<file path="src/rtl/scl_gen_pkg.sv">
package scl_gen_pkg;

   typedef enum logic [1:0] {
      PH_IDLE = 2'd0,
      PH_LOW  = 2'd1,
      PH_HIGH = 2'd2
   } scl_phase_t;

   localparam int unsigned STD_FLOOR  = 4;
   localparam int unsigned FAST_FLOOR = 1;

endpackage

</file>
<file path="src/rtl/scl_phase_len.sv">
module scl_phase_len #(
   parameter int unsigned CCR_W        = 12,
   parameter bit          HAS_DUTY_169 = 1'b1,
   localparam int unsigned LEN_W       = CCR_W + 5
) (
   input  logic             clk,
   input  logic             rst_n,
   input  logic [CCR_W-1:0] ccr_count,
   input  logic             fast_mode,
   input  logic             duty_16_9,
   output logic [LEN_W-1:0] low_len,
   output logic [LEN_W-1:0] high_len
);
   import scl_gen_pkg::*;

   logic [LEN_W-1:0] std_eff;
   logic [LEN_W-1:0] fast_eff;
   logic [LEN_W-1:0] low_d;
   logic [LEN_W-1:0] high_d;
   logic             use_169;

   always_comb begin
      std_eff  = LEN_W'(ccr_count);
      if (ccr_count < CCR_W'(STD_FLOOR)) std_eff = LEN_W'(STD_FLOOR);
      fast_eff = LEN_W'(ccr_count);
      if (ccr_count < CCR_W'(FAST_FLOOR)) fast_eff = LEN_W'(FAST_FLOOR);
   end

   generate
      if (HAS_DUTY_169) begin : g_duty_sel
         assign use_169 = duty_16_9;
      end else begin : g_duty_fixed
         assign use_169 = 1'b0;
      end
   endgenerate

   always_comb begin
      if (!fast_mode) begin
         low_d  = std_eff;
         high_d = std_eff;
      end else if (use_169) begin
         low_d  = fast_eff << 4;
         high_d = (fast_eff << 3) + fast_eff;
      end else begin
         low_d  = fast_eff << 1;
         high_d = fast_eff;
      end
   end

   always_ff @(posedge clk or negedge rst_n) begin
      if (!rst_n) begin
         low_len  <= LEN_W'(STD_FLOOR);
         high_len <= LEN_W'(STD_FLOOR);
      end else begin
         low_len  <= low_d;
         high_len <= high_d;
      end
   end

endmodule

</file>
<file path="src/rtl/scl_line_sync.sv">
module scl_line_sync #(
   parameter int unsigned STAGES = 2
) (
   input  logic clk,
   input  logic rst_n,
   input  logic line_in,
   output logic line_sync
);
   logic [STAGES-1:0] sr;

   generate
      if (STAGES == 1) begin : g_one
         always_ff @(posedge clk or negedge rst_n) begin
            if (!rst_n) sr <= '0;
            else        sr <= line_in;
         end
      end else begin : g_chain
         always_ff @(posedge clk or negedge rst_n) begin
            if (!rst_n) sr <= '0;
            else        sr <= {sr[STAGES-2:0], line_in};
         end
      end
   endgenerate

   assign line_sync = sr[STAGES-1];

endmodule

</file>
<file path="src/rtl/scl_phase_fsm.sv">
module scl_phase_fsm #(
   parameter int unsigned LEN_W  = 17,
   parameter int unsigned RISE_W = 6
) (
   input  logic              clk,
   input  logic              rst_n,
   input  logic              enable,
   input  logic [LEN_W-1:0]  low_len,
   input  logic [LEN_W-1:0]  high_len,
   input  logic [RISE_W-1:0] rise_count,
   input  logic              line_high,
   output logic              scl_low,
   output logic              tick_rise,
   output logic              tick_fall
);
   import scl_gen_pkg::*;

   scl_phase_t        phase_q, phase_d;
   logic [LEN_W-1:0]  cnt_q, cnt_d;
   logic [RISE_W-1:0] rcnt_q, rcnt_d;
   logic              low_q, low_d;
   logic              trise_d, tfall_d;
   logic              advance;

   assign advance = line_high || (rcnt_q < rise_count);

   always_comb begin
      phase_d = phase_q;
      cnt_d   = cnt_q;
      rcnt_d  = rcnt_q;
      low_d   = low_q;
      trise_d = 1'b0;
      tfall_d = 1'b0;
      if (!enable) begin
         phase_d = PH_IDLE;
         cnt_d   = '0;
         rcnt_d  = '0;
         low_d   = 1'b0;
      end else begin
         unique case (phase_q)
            PH_IDLE: begin
               phase_d = PH_LOW;
               cnt_d   = '0;
               low_d   = 1'b1;
               tfall_d = 1'b1;
            end
            PH_LOW: begin
               if (cnt_q == low_len - 1'b1) begin
                  phase_d = PH_HIGH;
                  cnt_d   = '0;
                  rcnt_d  = '0;
                  low_d   = 1'b0;
                  trise_d = 1'b1;
               end else begin
                  cnt_d = cnt_q + 1'b1;
               end
            end
            PH_HIGH: begin
               if (rcnt_q != '1) rcnt_d = rcnt_q + 1'b1;
               if (advance) begin
                  if (cnt_q == high_len - 1'b1) begin
                     phase_d = PH_LOW;
                     cnt_d   = '0;
                     low_d   = 1'b1;
                     tfall_d = 1'b1;
                  end else begin
                     cnt_d = cnt_q + 1'b1;
                  end
               end
            end
            default: begin
               phase_d = PH_IDLE;
               cnt_d   = '0;
               low_d   = 1'b0;
            end
         endcase
      end
   end

   always_ff @(posedge clk or negedge rst_n) begin
      if (!rst_n) begin
         phase_q   <= PH_IDLE;
         cnt_q     <= '0;
         rcnt_q    <= '0;
         low_q     <= 1'b0;
         tick_rise <= 1'b0;
         tick_fall <= 1'b0;
      end else begin
         phase_q   <= phase_d;
         cnt_q     <= cnt_d;
         rcnt_q    <= rcnt_d;
         low_q     <= low_d;
         tick_rise <= trise_d;
         tick_fall <= tfall_d;
      end
   end

   assign scl_low = low_q;

endmodule

</file>
<file path="src/rtl/scl_clk_gen.sv">
module scl_clk_gen #(
   parameter int unsigned CCR_W        = 12,
   parameter int unsigned RISE_W       = 6,
   parameter int unsigned SYNC_STAGES  = 2,
   parameter bit          HAS_DUTY_169 = 1'b1
) (
   input  logic              clk,
   input  logic              rst_n,
   input  logic              enable,
   input  logic [CCR_W-1:0]  ccr_count,
   input  logic              fast_mode,
   input  logic              duty_16_9,
   input  logic [RISE_W-1:0] rise_count,
   input  logic              scl_in,
   output logic              scl_drive_low,
   output logic              tick_rise,
   output logic              tick_fall
);
   localparam int unsigned LEN_W = CCR_W + 5;

   generate
      if (CCR_W < 3) begin : g_bad_ccr
         $error("scl_clk_gen: CCR_W must be at least 3");
      end
      if (RISE_W < 1) begin : g_bad_rise
         $error("scl_clk_gen: RISE_W must be at least 1");
      end
      if (SYNC_STAGES < 1) begin : g_bad_sync
         $error("scl_clk_gen: SYNC_STAGES must be at least 1");
      end
   endgenerate

   logic [LEN_W-1:0] low_len;
   logic [LEN_W-1:0] high_len;
   logic             line_high;

   scl_phase_len #(
      .CCR_W        (CCR_W),
      .HAS_DUTY_169 (HAS_DUTY_169)
   ) i_len (
      .clk       (clk),
      .rst_n     (rst_n),
      .ccr_count (ccr_count),
      .fast_mode (fast_mode),
      .duty_16_9 (duty_16_9),
      .low_len   (low_len),
      .high_len  (high_len)
   );

   scl_line_sync #(
      .STAGES (SYNC_STAGES)
   ) i_sync (
      .clk       (clk),
      .rst_n     (rst_n),
      .line_in   (scl_in),
      .line_sync (line_high)
   );

   scl_phase_fsm #(
      .LEN_W  (LEN_W),
      .RISE_W (RISE_W)
   ) i_fsm (
      .clk        (clk),
      .rst_n      (rst_n),
      .enable     (enable),
      .low_len    (low_len),
      .high_len   (high_len),
      .rise_count (rise_count),
      .line_high  (line_high),
      .scl_low    (scl_drive_low),
      .tick_rise  (tick_rise),
      .tick_fall  (tick_fall)
   );

endmodule

</file>
<file path="config.mk">
export PLATFORM = sky130hd
export DESIGN_NAME = scl_clk_gen
export DESIGN_NICKNAME = d
export VERILOG_FILES = /design/src/rtl/scl_gen_pkg.sv /design/src/rtl/scl_phase_len.sv /design/src/rtl/scl_line_sync.sv /design/src/rtl/scl_phase_fsm.sv /design/src/rtl/scl_clk_gen.sv
export SDC_FILE = /design/constraint.sdc
export NUM_CORES = 1
export LEC_CHECK = 0
export BUFFER_PORTS_ARGS = -buffer_cell sky130_fd_sc_hd__buf_2
export CORE_ASPECT_RATIO = 1.25
export CORE_MARGIN = 8
export CORE_UTILIZATION = 45
export CTS_CLUSTER_SIZE = 20
export DETAILED_ROUTE_END_ITERATION = 7
export GPL_ROUTABILITY_DRIVEN = 0
export SLEW_MARGIN = 20
export SYNTH_ARGS = -nofsm -noshare
export SYNTH_HDL_FRONTEND = slang
export SYNTH_SLANG_ARGS = --single-unit
export TNS_END_PERCENT = 20
</file>
<file path="constraint.sdc">
create_clock -name clk -period 4.21 [get_ports clk]
set_clock_uncertainty 0.05 [all_clocks]
set_input_delay 0.421 -clock clk [delete_from_list [all_inputs] [get_ports clk]]
set_output_delay 0.421 -clock clk [all_outputs]
set_load 0.01 [all_outputs]
</file>
## Yosys cells after proc, flatten, opt, wreduce, memory -nomap -nowiden

Index checks and enable logic that the tools add are counted.

- Add/sub/neg operators: 5
- $lt $le $gt $ge: 3
- Equal/unequal tests: 10
- Multiplexer cells: 32
- Reductions and logical operators: 4

Operator list:

| kind | count |
|---|---|
| two-way mux 17 bit | 8 |
| == test 17 bit | 2 |
| case mux 17 bit (2 select lines) | 1 |
| subtractor 17 x 1 -> 17 bit, second input constant | 2 |
| two-way mux 12 bit | 2 |
| two-way mux 6 bit | 3 |
| adder 17 x 1 -> 17 bit, second input constant | 1 |
| adder 17 bit | 1 |
| < comparator 12 x 1 -> 1 bit, second input constant | 1 |
| < comparator 12 x 3 -> 1 bit, second input constant | 1 |
| inequality test 3 x 2 -> 1 bit, second input constant | 4 |
| case mux 6 bit (2 select lines) | 1 |
| two-way mux 1 bit | 10 |
| two-way mux 2 bit | 4 |
| adder 6 x 1 -> 6 bit, second input constant | 1 |
| < comparator 6 bit | 1 |
| inequality test 6 bit, second input constant | 1 |
| case mux 2 bit (3 select lines) | 1 |
| AND reduction 3 bit | 2 |
| inequality test 3 x 1 -> 1 bit, second input constant | 1 |
| case mux 1 bit (3 select lines) | 1 |
| == test 2 x 1 -> 1 bit, second input constant | 1 |
| == test 2 bit, second input constant | 1 |
| zero test 2 bit | 1 |
| other kinds (2) | 2 |

- Register bits: 64
- Bits of input ports: 24
- Output and inout port bits: 3
- Logic and storage cells: 63

## Longest topological paths before layout

- Word-level depth: 6
- Depth in mapped cells: 16
- Depth with buffers taken out: 15

## Modules after synthesis

From an unflattened synthesis, not the netlist that was laid out.

- Cells, all modules: 572
- Area, all modules: 4873.4 um^2

Modules (own cells, without submodules):

| module | times used | cells an instance | area an instance (um^2) | seq. area each (um^2) |
|---|---|---|---|---|
| scl_phase_fsm | 1 | 392 | 3084.2 | 700.7 |
| scl_phase_len | 1 | 178 | 1739.2 | 803.3 |
| scl_line_sync | 1 | 2 | 50.0 | 50.0 |

## Worst setup path after synthesis

Ideal clock, no wire load.

- Path kind: in2reg
- From: input ccr_count[10]
- To: register i_len.high_len[13]
- Setup time: 0.132 ns
- Data arrival time: 2.909 ns
- Required time: 4.028 ns
- Slack: 1.119 ns
- Stages: 16
- Path buffers: 1
- Path through: clkbuf_1 > nor4_1 > nand3_1 > nor2_1 > nor2_1 > inv_1 > ha_1 > fa_1 > a21o_1 > a21oi_1 > o21bai_1 > a21oi_1 > o21bai_1 > a41oi_1 > xor2_1 > nor2_1

- Cells in the longest elaborated chain, start to end: 5

RTL lines:

| element | RTL line | text |
|---|---|---|
| start, declared | scl_clk_gen.sv:10 | `input logic [CCR_W-1:0] ccr_count,` |
| < comparator 12 x 1 -> 1 bit | scl_phase_len.sv:26 | `if (ccr_count < CCR_W'(FAST_FLOOR)) fast_eff = LEN_W'(FAST_FLOOR);` |
| two-way mux 12 bit (*) | scl_phase_len.sv:26 |  |
| adder 17 bit (*) | scl_phase_len.sv:43 | `high_d = (fast_eff << 3) + fast_eff;` |
| two-way mux 17 bit (*) | scl_phase_len.sv:41 | `end else if (use_169) begin` |
| two-way mux 17 bit (*) | scl_phase_len.sv:38 | `if (!fast_mode) begin` |
| via i_len.high_d[13] | scl_phase_len.sv:19 | `logic [LEN_W-1:0] high_d;` |
| end signal, assigned | scl_phase_len.sv:53 | `high_len <= LEN_W'(STD_FLOOR);` |
| end signal, assigned | scl_phase_len.sv:56 | `high_len <= high_d;` |
| end, declared | scl_phase_len.sv:12 | `output logic [LEN_W-1:0] high_len` |

The timed path passes the listed nets; every way through them passes the cells marked *.
A chain may end at the register's enable or synchronous reset.

## Worst setup path after layout

- From: register i_len.low_len[0]
- To: register i_fsm.rcnt_q[4]

- Cells in the longest elaborated chain, start to end: 4

RTL lines:

| element | RTL line | text |
|---|---|---|
| start, declared | scl_phase_len.sv:11 | `output logic [LEN_W-1:0] low_len,` |
| start signal, assigned | scl_phase_len.sv:52 | `low_len <= LEN_W'(STD_FLOOR);` |
| start signal, assigned | scl_phase_len.sv:55 | `low_len <= low_d;` |
| subtractor 17 x 1 -> 17 bit | scl_phase_fsm.sv:48 | `if (cnt_q == low_len - 1'b1) begin` |
| == test 17 bit | scl_phase_fsm.sv:48 |  |
| inequality test 3 x 2 -> 1 bit (no source line) | - |  |
| AND reduction 3 bit (no source line) | - |  |
| end signal, assigned | scl_phase_fsm.sv:91 | `rcnt_q <= rcnt_d;` |
| end, declared | scl_phase_fsm.sv:20 | `logic [RISE_W-1:0] rcnt_q, rcnt_d;` |

No other way between the ends.

==> metrics list <==
- CTS tree: built
- The number of buffers and inverters on the critical path is 2.
* Number of I/O pins: 27
- Cell type group with the largest total delay on the critical path: simple AND/OR/NAND/NOR gates
* Antenna diode count: 0
- Horizontal die dimension: 108.6 um
- Inserted Clock Buffers: 9
* Max frequency: 0.2778 GHz
* Number of distinct library cell variants in the gate-level netlist after synthesis: 75
- OpenSTA, run right after detailed placement, puts the worst setup slack at 0.6481 ns.
- Vias per cell: 5.853
- Drt initial violations: 230
- CTS H-Tree Depth: 3
- Row generation in the floorplan step produced 42 rows.
- Crit path setup slack, layout: 0.6103 ns
- Setup TNS: 0 ns
- Aggregate global routing overflow: 0
- Headroom to the max-slew limit came out at 47.68%.
- Setup repair after global routing left no endpoint under its margin.
* Run status: finished, final reports clean
* Worst hold-check path type: input pin to flop
- In the layout the commonest cells are 59 x sky130_fd_sc_hd__dfrtp_1, 43 x sky130_fd_sc_hd__nand2_1, 38 x sky130_fd_sc_hd__nor2_1.
- Post-CTS resize count: 0
* Num Clock Sinks: 61
* Synth Register Bits: 61
* Number of enable-type register cells in the synthesized netlist: 0
- Summed over all cells, the static leakage comes to 2.310 nW.
- Wirelength, routed: 11,420 um
- WL per Instance: 16.57 um
* Number of pins with negative max-slew slack in the final report: 0
* Most frequent standard cell in the layout excluding fill and tap cells: sky130_fd_sc_hd__dfrtp_1
- For this run, the leading register cell type out of synthesis is sky130_fd_sc_hd__dfrtp_1.
- Number of nets produced by synthesis: 597
- After floorplanning, the core was sized to cover 0.01051 mm^2.
* Syn avg cell area: 8.765 um^2
- Of all nets on the critical path, the largest fanout is 12.
* Pwr dens: 354.5 mW/mm^2
- WP data arrival: 3.77 ns
- Measured slew at the worst slew-check pin: 0.7847 ns
* Antenna-violating nets left: 0
- CTS placed an instance of sky130_fd_sc_hd__clkbuf_16 at the clock tree root.
- Critical path startpoint category: flop
- Entering global routing, the biggest net connects 62 pins.
- In this run the post-CTS setup repair buffer count came out at 0.
* Number of antenna violations at the first check in global routing: 0
* Port bufs: 26
- Clock-pin slew was measured on the worst setup and hold paths at 0.05 ns.
- Die Ht: 131.7 um
* Setup Crit Path Kind: flop to flop
* IR drop worst, VDD: 0.1945 mV
- The first global-routing pass estimated 19,280 um of wire.
- First-pass DRT Iterations: 4
- For this run, the number of Yosys warnings is 0.
- Fraction of layout cells with a size suffix above 1: 15.08%
- Post-detailed-placement half-perimeter wirelength: 8590 um
* Die area: 0.01430 mm^2
- Starting utilization of the core area: 45.87%
- Cell breakdown of the critical path: inv_1 -> ha_1 -> nor3b_2 -> nand4_2 -> or3b_1 -> a21oi_1 -> nor3_1 -> o31ai_4 -> buf_4 -> nand3_1 -> a32o_1
- Of all flip-flops after synthesis, the portion carrying an async set or reset was 100.0%.
- Standard cell with the maximum stage delay on the critical path: sky130_fd_sc_hd__o31ai_4
- Via count of the first global-routing pass: 4,003
* Count of hold buffers inserted by post-cts repair: 0
- The clock passes through at most 2 buffers.
- Count of mapped cells out of synthesis: 550
* Endpoint kind of the worst setup timing path: flop
* Remaining routing DRC violations: 0
- The routed layout has 4,033 vias.
- Source-to-sink clock delay at the later pin of the worst-skew pair: 0.33 ns
* GR Util All Layers: 16.72%
- Setup violations remaining at the end of the flow were counted as 0.
- Time the worst path needs with I/O delays and setup: 3.600 ns
- Max-Cap Viols: 0
- Relative to the synthesized area, the layout overhead comes to 9.291%.
* Net count reported at finish: 599
- The largest single stage delay on the critical path is 0.68 ns.
* Final hold violations: 0
* Final Cycle Share: 85.50%
* Reg2reg setup slack: 0.61 ns
- Summing the sequential cell areas from Yosys gives 31.72% of the chip area.
* Post-synthesis cell area: 0.004821 mm^2
- Data on the critical path is required at its endpoint by 4.38 ns.
- Overall power consumption after layout is estimated at 1.868 mW.
-- where the power goes --
group          leakage [nW]  switching, mW  total, mW  internal, mW
sequential            0.784         0.0542      0.684         0.630
combinational          1.38          0.290      0.462         0.172
clock                 0.149          0.252      0.722         0.469
total                  2.31          0.597       1.87          1.27
-- sequential cells by signal, summed over array words and instances (netlist names) --
name             cells
i_len.low_len       16
i_sync.sr            2
i_fsm.phase_q        2
i_fsm.cnt_q         17
i_fsm.rcnt_q         6
i_fsm.tick_fall      1
i_len.high_len      16
i_fsm.tick_rise      1
-- routing by layer --
| layer | wire (um) | part of all wire, % | GRT usage, % |
|---|---|---|---|
| met1 | 4923 | 43 | 19.28 |
| met2 | 5962 | 52 | 29.50 |
| met3 | 299 | 2.6 | 2.691 |
| met4 | 230 | 2.0 | 6.789 |
| met5 | 0 | 0 | 0 |
-- layout make-up --
class                           instances  area (um^2)
Fill cell                            1003         5241
Inverter                               25        93.84
Clock inverter                          5        50.05
Clock buffer                           11        242.7
Tap cell                              132        165.2
Sequential cell                        61         1529
Timing Repair Buffer                   31        167.7
Multi-Input combinational cell        424         3020
-- cell usage after synthesis (4+ instances only) --
master	instances	area share, %
sky130_fd_sc_hd__nand3b_1	5	0.78
sky130_fd_sc_hd__o211ai_1	4	0.62
sky130_fd_sc_hd__nor4_1	10	1.3
sky130_fd_sc_hd__o2111ai_1	4	0.73
sky130_fd_sc_hd__o22ai_1	4	0.52
sky130_fd_sc_hd__nor2_1	38	3.0
sky130_fd_sc_hd__nor3_1	13	1.3
sky130_fd_sc_hd__ha_1	22	5.7
sky130_fd_sc_hd__a21o_1	16	2.5
sky130_fd_sc_hd__nor2b_1	8	1.0
sky130_fd_sc_hd__and3_1	9	1.2
sky130_fd_sc_hd__nand4_1	4	0.52
sky130_fd_sc_hd__o21bai_1	6	0.93
sky130_fd_sc_hd__nand2b_1	23	3.0
sky130_fd_sc_hd__nand2_1	43	3.3
sky130_fd_sc_hd__nand3_1	17	1.8
sky130_fd_sc_hd__mux2i_1	13	2.7
sky130_fd_sc_hd__a31oi_1	4	0.52
sky130_fd_sc_hd__clkbuf_1	30	2.3
sky130_fd_sc_hd__a221oi_2	10	3.1
sky130_fd_sc_hd__or3_1	9	1.2
sky130_fd_sc_hd__dfrtp_1	59	31
sky130_fd_sc_hd__or2_2	8	1.0
sky130_fd_sc_hd__mux2_2	5	1.2
sky130_fd_sc_hd__xor2_1	20	3.6
sky130_fd_sc_hd__a211oi_1	4	0.62
sky130_fd_sc_hd__inv_1	25	1.9
sky130_fd_sc_hd__xnor2_1	22	4.0
sky130_fd_sc_hd__a21oi_1	26	2.7
sky130_fd_sc_hd__o21ai_0	18	1.9
-- final timing paths --
kind                             startpoint          endpoint  cells after the start
setup reg to reg           i_len.low_len[0]   i_fsm.rcnt_q[4]                     11
hold reg to reg                i_sync.sr[0]      i_sync.sr[1]                      0
hold / removal                       scl_in      i_sync.sr[0]                      1
setup / recovery           i_len.low_len[0]   i_fsm.rcnt_q[4]                     11
min in group asynchronous             rst_n   i_fsm.rcnt_q[3]                      2
max in group asynchronous             rst_n  i_len.low_len[6]                      2
-- metrics by stage --
step / utilization (%) / area (um^2) / hold slack (ns) / std cells
finish: 50.13 / 5269 / 0.1457 / 689
global route: 50.13 / 5269 / 0.1324 / 689
CTS: 50.13 / 5269 / 0.1327 / 689
detailed placement: 47.35 / 4976 / 0.2847 / 673
global placement: 47.35 / 4976 / 0.2825 / 673
floorplan: - / 4821 / 0.07541 / 550
-- logic make-up (layout without fill, tap and decap cells) --
family / count (synthesis) / count (layout) / synth area share (%)
flops: 61 / 61 / 31.72
simple gates: 210 / 210 / 23.90
buf+inv: 65 / 72 / 5.632
xor+xnor: 42 / 42 / 7.630
compound gates: 130 / 130 / 20.89
mux: 19 / 19 / 4.101
fa+ha+maj: 23 / 23 / 6.125
Note: power is estimated with default switching activity, not from simulation.
